==> config.mk <==
export PLATFORM = sky130hd
export DESIGN_NAME = tick_us_gen
export DESIGN_NICKNAME = d
export VERILOG_FILES = /design/src/rtl/tick_us_pkg.sv /design/src/rtl/tick_frac_accum.sv /design/src/rtl/tick_us_counter.sv /design/src/rtl/tick_us_regs.sv /design/src/rtl/tick_us_gen.sv
export SDC_FILE = /design/constraint.sdc
export NUM_CORES = 1
export LEC_CHECK = 0
export BUFFER_PORTS_ARGS = -buffer_cell sky130_fd_sc_hd__buf_4
export CAP_MARGIN = 20
export CORE_MARGIN = 3
export CORE_UTILIZATION = 40
export CTS_CLUSTER_SIZE = 25
export DETAILED_ROUTE_END_ITERATION = 12
export PLACE_DENSITY = 0.58
export RECOVER_POWER = 25
export SLEW_MARGIN = 20
export SYNTH_ARGS = -nofsm -noshare
export SYNTH_HDL_FRONTEND = slang
export SYNTH_SLANG_ARGS = --single-unit
==> constraint.sdc <==
create_clock -name clk_i -period 13.45 [get_ports clk_i]
set_clock_uncertainty 0.15 [all_clocks]
set_input_delay 1.345 -clock clk_i [delete_from_list [all_inputs] [get_ports clk_i]]
set_output_delay 1.345 -clock clk_i [all_outputs]
set_load 0.02 [all_outputs]
==> src/rtl/tick_us_pkg.sv <==
// Package: shared constants and the ratio register layout for the
// microsecond tick generator. Assumes byte offsets fit in 8 bits.
package tick_us_pkg;

    localparam int unsigned FRAC_W = 8;

    localparam int unsigned OFS_COUNT  = 'h10;
    localparam int unsigned OFS_RATIO  = 'h14;
    localparam int unsigned OFS_FREEZE = 'h4c;

    // Ratio register: numerator minus one above, denominator minus one below.
    typedef struct packed {
        logic [FRAC_W-1:0] num_m1;
        logic [FRAC_W-1:0] den_m1;
    } ratio_cfg_t;

    localparam ratio_cfg_t RATIO_RESET = '{num_m1: 8'h00, den_m1: 8'h0b};

endpackage

==> src/rtl/tick_frac_accum.sv <==
// Fractional rate accumulator. Adds the numerator each running cycle and
// issues one step when the sum reaches the denominator. Assumes the
// caller drops run_i during clear_i. A ratio at or above one steps every
// running cycle with the remainder held at zero.
module tick_frac_accum #(
    parameter int unsigned FRAC_W = 8
) (
    input  logic              clk_i,
    input  logic              rst_ni,
    input  logic              run_i,
    input  logic              clear_i,
    input  logic [FRAC_W-1:0] num_m1_i,
    input  logic [FRAC_W-1:0] den_m1_i,
    output logic              step_o,
    output logic              tick_o,
    output logic [FRAC_W-1:0] acc_o
);

    localparam int unsigned SUM_W = FRAC_W + 2;

    logic [FRAC_W-1:0] acc_q;
    logic [FRAC_W-1:0] acc_nxt;
    logic [SUM_W-1:0]  num_full;
    logic [SUM_W-1:0]  den_full;
    logic [SUM_W-1:0]  sum;
    logic [SUM_W-1:0]  diff;
    logic              ratio_full;
    logic              reach;
    logic              tick_q;

    assign num_full   = SUM_W'(num_m1_i) + SUM_W'(1);
    assign den_full   = SUM_W'(den_m1_i) + SUM_W'(1);
    assign sum        = SUM_W'(acc_q) + num_full;
    assign diff       = sum - den_full;
    assign ratio_full = (num_full >= den_full);
    assign reach      = (sum >= den_full);
    assign step_o     = run_i && (ratio_full || reach);

    // Next remainder: cleared, held, wrapped or grown.
    always_comb begin
        if (clear_i) begin
            acc_nxt = '0;
        end else if (!run_i) begin
            acc_nxt = acc_q;
        end else if (ratio_full) begin
            acc_nxt = '0;
        end else if (reach) begin
            acc_nxt = diff[FRAC_W-1:0];
        end else begin
            acc_nxt = sum[FRAC_W-1:0];
        end
    end

    // Remainder and pulse registers.
    always_ff @(posedge clk_i) begin
        if (!rst_ni) begin
            acc_q  <= '0;
            tick_q <= 1'b0;
        end else begin
            acc_q  <= acc_nxt;
            tick_q <= step_o;
        end
    end

    assign tick_o = tick_q;
    assign acc_o  = acc_q;

endmodule

==> src/rtl/tick_us_counter.sv <==
// Free-running wrapping up-counter advanced by a one-cycle increment.
// Assumes inc_i is already qualified by freeze and ratio writes.
module tick_us_counter #(
    parameter int unsigned CNT_W = 32
) (
    input  logic             clk_i,
    input  logic             rst_ni,
    input  logic             inc_i,
    output logic [CNT_W-1:0] count_o
);

    logic [CNT_W-1:0] count_q;

    // Count register, wraps naturally at full width.
    always_ff @(posedge clk_i) begin
        if (!rst_ni) begin
            count_q <= '0;
        end else if (inc_i) begin
            count_q <= count_q + CNT_W'(1);
        end
    end

    assign count_o = count_q;

endmodule

==> src/rtl/tick_us_regs.sv <==
// Register port: ratio and freeze storage, write decode and a
// combinational read mux. Assumes DATA_W is at least 16.
module tick_us_regs
    import tick_us_pkg::*;
#(
    parameter int unsigned DATA_W = 32,
    parameter int unsigned ADDR_W = 8,
    parameter int unsigned CNT_W  = 32
) (
    input  logic              clk_i,
    input  logic              rst_ni,
    input  logic              wr_i,
    input  logic [ADDR_W-1:0] addr_i,
    input  logic [DATA_W-1:0] wdata_i,
    input  logic [CNT_W-1:0]  count_i,
    output ratio_cfg_t        ratio_o,
    output logic              freeze_o,
    output logic              ratio_wr_o,
    output logic [DATA_W-1:0] rdata_o
);

    localparam int unsigned RATIO_W = $bits(ratio_cfg_t);

    logic              hit_count;
    logic              hit_ratio;
    logic              hit_freeze;
    ratio_cfg_t        ratio_q;
    logic              freeze_q;
    logic [DATA_W-1:0] count_ext;

    assign hit_count  = (addr_i == ADDR_W'(OFS_COUNT));
    assign hit_ratio  = (addr_i == ADDR_W'(OFS_RATIO));
    assign hit_freeze = (addr_i == ADDR_W'(OFS_FREEZE));
    assign ratio_wr_o = wr_i && hit_ratio;

    // Fit the counter to the data bus width.
    generate
        if (CNT_W >= DATA_W) begin : g_cnt_trunc
            assign count_ext = count_i[DATA_W-1:0];
        end else begin : g_cnt_pad
            assign count_ext = {{(DATA_W-CNT_W){1'b0}}, count_i};
        end
    endgenerate

    // Writable storage for the ratio and the freeze bit.
    always_ff @(posedge clk_i) begin
        if (!rst_ni) begin
            ratio_q  <= RATIO_RESET;
            freeze_q <= 1'b0;
        end else if (wr_i) begin
            if (hit_ratio) begin
                ratio_q <= ratio_cfg_t'(wdata_i[RATIO_W-1:0]);
            end
            if (hit_freeze) begin
                freeze_q <= wdata_i[0];
            end
        end
    end

    // Read mux, unmapped offsets read as zero.
    always_comb begin
        rdata_o = '0;
        if (hit_count) begin
            rdata_o = count_ext;
        end else if (hit_ratio) begin
            rdata_o[RATIO_W-1:0] = ratio_q;
        end else if (hit_freeze) begin
            rdata_o[0] = freeze_q;
        end
    end

    assign ratio_o  = ratio_q;
    assign freeze_o = freeze_q;

endmodule

==> src/rtl/tick_us_gen.sv <==
// Top of the microsecond tick generator: register port, fractional
// accumulator and counter. Assumes a single reference clock domain.
module tick_us_gen
    import tick_us_pkg::*;
#(
    parameter int unsigned CNT_W  = 32,
    parameter int unsigned DATA_W = 32,
    parameter int unsigned ADDR_W = 8
) (
    input  logic              clk_i,
    input  logic              rst_ni,
    input  logic              bus_wr_i,
    input  logic [ADDR_W-1:0] bus_addr_i,
    input  logic [DATA_W-1:0] bus_wdata_i,
    output logic [DATA_W-1:0] bus_rdata_o,
    output logic              tick_o
);

    ratio_cfg_t        ratio;
    logic              freeze;
    logic              ratio_wr;
    logic              run;
    logic              step;
    logic [FRAC_W-1:0] acc_val;
    logic [CNT_W-1:0]  count_val;

    assign run = !freeze && !ratio_wr;

    tick_us_regs #(
        .DATA_W (DATA_W),
        .ADDR_W (ADDR_W),
        .CNT_W  (CNT_W)
    ) u_regs (
        .clk_i      (clk_i),
        .rst_ni     (rst_ni),
        .wr_i       (bus_wr_i),
        .addr_i     (bus_addr_i),
        .wdata_i    (bus_wdata_i),
        .count_i    (count_val),
        .ratio_o    (ratio),
        .freeze_o   (freeze),
        .ratio_wr_o (ratio_wr),
        .rdata_o    (bus_rdata_o)
    );

    tick_frac_accum #(
        .FRAC_W (FRAC_W)
    ) u_accum (
        .clk_i    (clk_i),
        .rst_ni   (rst_ni),
        .run_i    (run),
        .clear_i  (ratio_wr),
        .num_m1_i (ratio.num_m1),
        .den_m1_i (ratio.den_m1),
        .step_o   (step),
        .tick_o   (tick_o),
        .acc_o    (acc_val)
    );

    tick_us_counter #(
        .CNT_W (CNT_W)
    ) u_count (
        .clk_i   (clk_i),
        .rst_ni  (rst_ni),
        .inc_i   (step),
        .count_o (count_val)
    );

endmodule

==> results.py <==
metrics = {
    "worst_hold_path": {
        "worstHoldPathType": "reg -> reg",
    },
    "route": {
        "vias": 3729,
        "drcViolationCount": 0,
        "drt-pass1-iter-count": 5,
        "drt.antenna.violating_nets": 0,
        "drt-wirelength-per-cell_um": 15.1,
        "drt-initial-drc-count": 138,
        "avgViaCountPerCell": 5.37,
        "wl_um": 10500,
    },
    "clock_network": {
        "clock-sinks": 58,
        "cts_root_buffer": "clkbuf_8",
        "cts_tree": "built",
        "post-cts-setup-buffers": 0,
        "clkLatencyLatePin_ns": 0.33,
        "clockBufferDepth": 2,
        "clkTransAtPathRegs_ns": 0.07,
        "numCtsBuffers": 9,
        "cts_resized": 0,
        "ctsHoldBuffers": 0,
        "htreeDepth": 3,
    },
    "worst_setup_path": {
        "crit_path_max_fanout": 15,
        "cp_cell_sequence": "ha_1, nand3_1, xnor2_1, ha_1, nand3_1, o21ai_1, nor3_1, a2111oi_0, ha_1, a21oi_1, o21ai_0, o221a_2, a311o_1, buf_4, o211ai_2, or4_1, a21oi_1",
        "worst_path_most_repeated_cell": "ha_1",
        "critPathKind": "reg -> reg",
        "crit_buf_inv": 1,
        "critPathMaxStageDelay_ns": 0.61,
        "cp-start-kind": "flip-flop",
        "crit_path_top_delay_cell": "a2111oi_0",
        "path_delay_family": "compound AO/OA/AOI/OAI gates",
        "arrival_ns": 5.43,
        "required_ns": 13.49,
        "end_kind": "flip-flop",
    },
    "sta": {
        "relSlewSlack_pct": 1.60,
        "tightest_slew_ns": 1.47,
        "tns_ns": 0,
        "fmax_mhz": 185,
        "timing.final.max_slew_violations": 0,
        "finalCriticalPeriod_ns": 5.40,
        "grt_setup_unrepaired": "false",
        "hold_slack_ns": 0.304,
        "finalHoldViolCount": 0,
        "fin_crit_sh_pct": 40.1,
        "setup_slack_ns": 8.05,
        "setup_viol": 0,
    },
    "power_and_ir_drop": {
        "power_mw": 0.576,
        "pwr-share-comb_pct": 34.2,
        "switching_share_pct": 34.3,
        "p_per_area_mw_per_mm2": 122,
        "ir_drop_mv": 0.0489,
        "leakage_nw": 1.89,
        "power.share.clock_pct": 31.6,
        "seqPwrFrac_pct": 34.2,
        "p_switching_mw": 0.198,
        "power.internal_mw": 0.378,
    },
    "synth": {
        "synth_seq_cells": 58,
        "synth-main-ff-cell": "dfxtp_1",
        "synth_cell_types": 51,
        "yosysWarnings": 0,
        "synth_edf_count": 0,
        "synthArstFlopShare_pct": 0,
        "ys_seq_area_share_pct": 29.0,
        "mappedNetlistNets": 587,
        "netlist_area_mm2": 0.00401,
        "synth_top_area_share_pct": 29.0,
        "yosysTopAreaCell": "dfxtp_1",
        "synthesis.instances": 511,
        "postSynthAreaPerCell_um2": 7.84,
        "synthTopCellsByArea": "dfxtp_1 (29%), ha_1 (9.7%), nand2_1 (6.0%), a21oi_1 (5.7%), mux2i_1 (4.7%)",
    },
    "run": {
        "maxCapViolations": 0,
    },
    "floorplanning": {
        "dieWidth_um": 106,
        "core.rowCount": 35,
        "core_area_mm2": 0.00950,
        "num_io_pins": 76,
        "initial_core_util_pct": 42.1,
        "die-area_mm2": 0.0112,
        "fp.dieH_um": 106,
    },
    "place": {
        "gp_congestion": 0.897,
        "placed_area_mm2": 0.00452,
        "dpl.cell_count": 678,
        "place_ws_ns": 8.02,
        "port_buffers": 59,
        "dp_hpwl_um": 7790,
    },
    "finish": {
        "drive_gt1_share_pct": 14.5,
        "final_nets": 636,
        "design_area_mm2": 0.00471,
        "area_growth_pct": 17.7,
        "diodes": 0,
        "fin_util_pct": 49.6,
        "fin_cells": 694,
    },
    "grt": {
        "grt_pass1_wl_um": 17600,
        "grt_max_degree": 47,
        "overflow": 0,
        "grtUsageTotal_pct": 19.0,
        "grt_pass1_vias": 3567,
        "antenna_found_initial": 0,
    },
    "run_status": {
        "status": "completed",
    },
}
## placed cells by master (no fill, tap or decap), types with 2 or more instances in the layout
master and instances:
nor2b_1 3, mux2i_1 19, nor2_1 43, o211ai_2 3, nand4_1 6, nand2b_1 3
and2_1 15, clkbuf_1 6, and3_1 6, ha_1 31, xor2_1 16, nand3_1 21
nor4_1 2, o31ai_1 4, fa_1 2, bufinv_16 2, inv_1 24, nand2_1 64
o41ai_1 2, dfxtp_1 58, and4_1 2, or4_1 6, a21oi_1 46, o2111ai_1 6
buf_4 55, or3_1 14, a21o_1 7, o21ai_1 18, o211ai_1 3, clkbuf_8 10
nor3_1 8, o21ai_0 16, o21bai_1 2, xnor2_1 20, clkinv_2 2
## sequential cells by signal (all words and copies together) (netlist names)
register,cells
u_accum.acc_o,8
u_regs.freeze_o,1
u_regs.ratio_o,16
u_accum.tick_o,1
u_count.count_o,32
## worst register-to-register path, stage by stage, from the launching register on
cell and delay, ns:
dfxtp_1 0.54, ha_1 0.29, nand3_1 0.11, xnor2_1 0.20
ha_1 0.38, nand3_1 0.08, o21ai_1 0.31, nor3_1 0.09
a2111oi_0 0.61, ha_1 0.38, a21oi_1 0.15, o21ai_0 0.09
o221a_2 0.25, a311o_1 0.52, buf_4 0.29, o211ai_2 0.55
or4_1 0.22, a21oi_1 0.06
## cell usage after synthesis, types with 6 or more instances
library cell	instances
o2111ai_1	6
or3_1	14
and3_1	6
nor3_1	8
nand3_1	21
or4_1	6
a21oi_1	46
clkbuf_1	14
nand2_1	64
inv_1	24
nand4_1	6
xor2_1	16
mux2i_1	19
o21ai_0	16
and2_1	15
nor2_1	42
dfxtp_1	58
a21o_1	7
o21ai_1	18
xnor2_1	20
ha_1	31
## worst paths after layout
kind                               to  cells past startpoint              start  slack [ns]
hold reg to reg      u_accum.acc_o[0]                      2   u_accum.acc_o[0]        0.30
setup / recovery  u_count.count_o[18]                     17  u_regs.ratio_o[8]        8.05
setup reg to reg  u_count.count_o[18]                     17  u_regs.ratio_o[8]        8.05
hold / removal       u_accum.acc_o[0]                      2   u_accum.acc_o[0]        0.30
## cell type report
| type | count | area (µm²) |
|---|---|---|
| fill | 934 | 4790 |
| multi-input combinational | 405 | 2640 |
| sequential | 58 | 1160 |
| timing repair buffer | 61 | 439 |
| tap | 129 | 161 |
| clock buffer | 11 | 141 |
| inverter | 25 | 93.8 |
| clock inverter | 5 | 77.6 |
## cells by family (layout without fill, tap and decap cells)
| group | after synthesis | in the layout | share of synthesized area [%] |
|---|---|---|---|
| buffers and inverters | 48 | 102 | 5.03 |
| AO/OA/AOI/OAI | 118 | 118 | 18.2 |
| multiplexers | 19 | 19 | 4.75 |
| XOR/XNOR | 36 | 36 | 7.87 |
| flip-flops | 58 | 58 | 29.0 |
| adder cells (fa/ha/maj) | 33 | 33 | 10.7 |
| AND/OR/NAND/NOR | 199 | 199 | 24.5 |
## power groups by stage
stage	Clock (mW)	Sequential (mW)	Combinational [mW]
after floorplan	0	0.199	0.155
after global placement	0	0.200	0.193
after detailed placement	0	0.200	0.197
after CTS	0.188	0.197	0.198
after global routing	0.197	0.198	0.222
final	0.182	0.197	0.197
## per-layer routing
layer	wire (µm)	part of all wire [%]	GRT usage, %
met1	5390	52	27.7
met2	4550	44	29.1
met3	482	4.6	4.31
met5	0	0	0
met4	25	0.24	3.42
No activity file was read; power rests on OpenSTA's default activity.
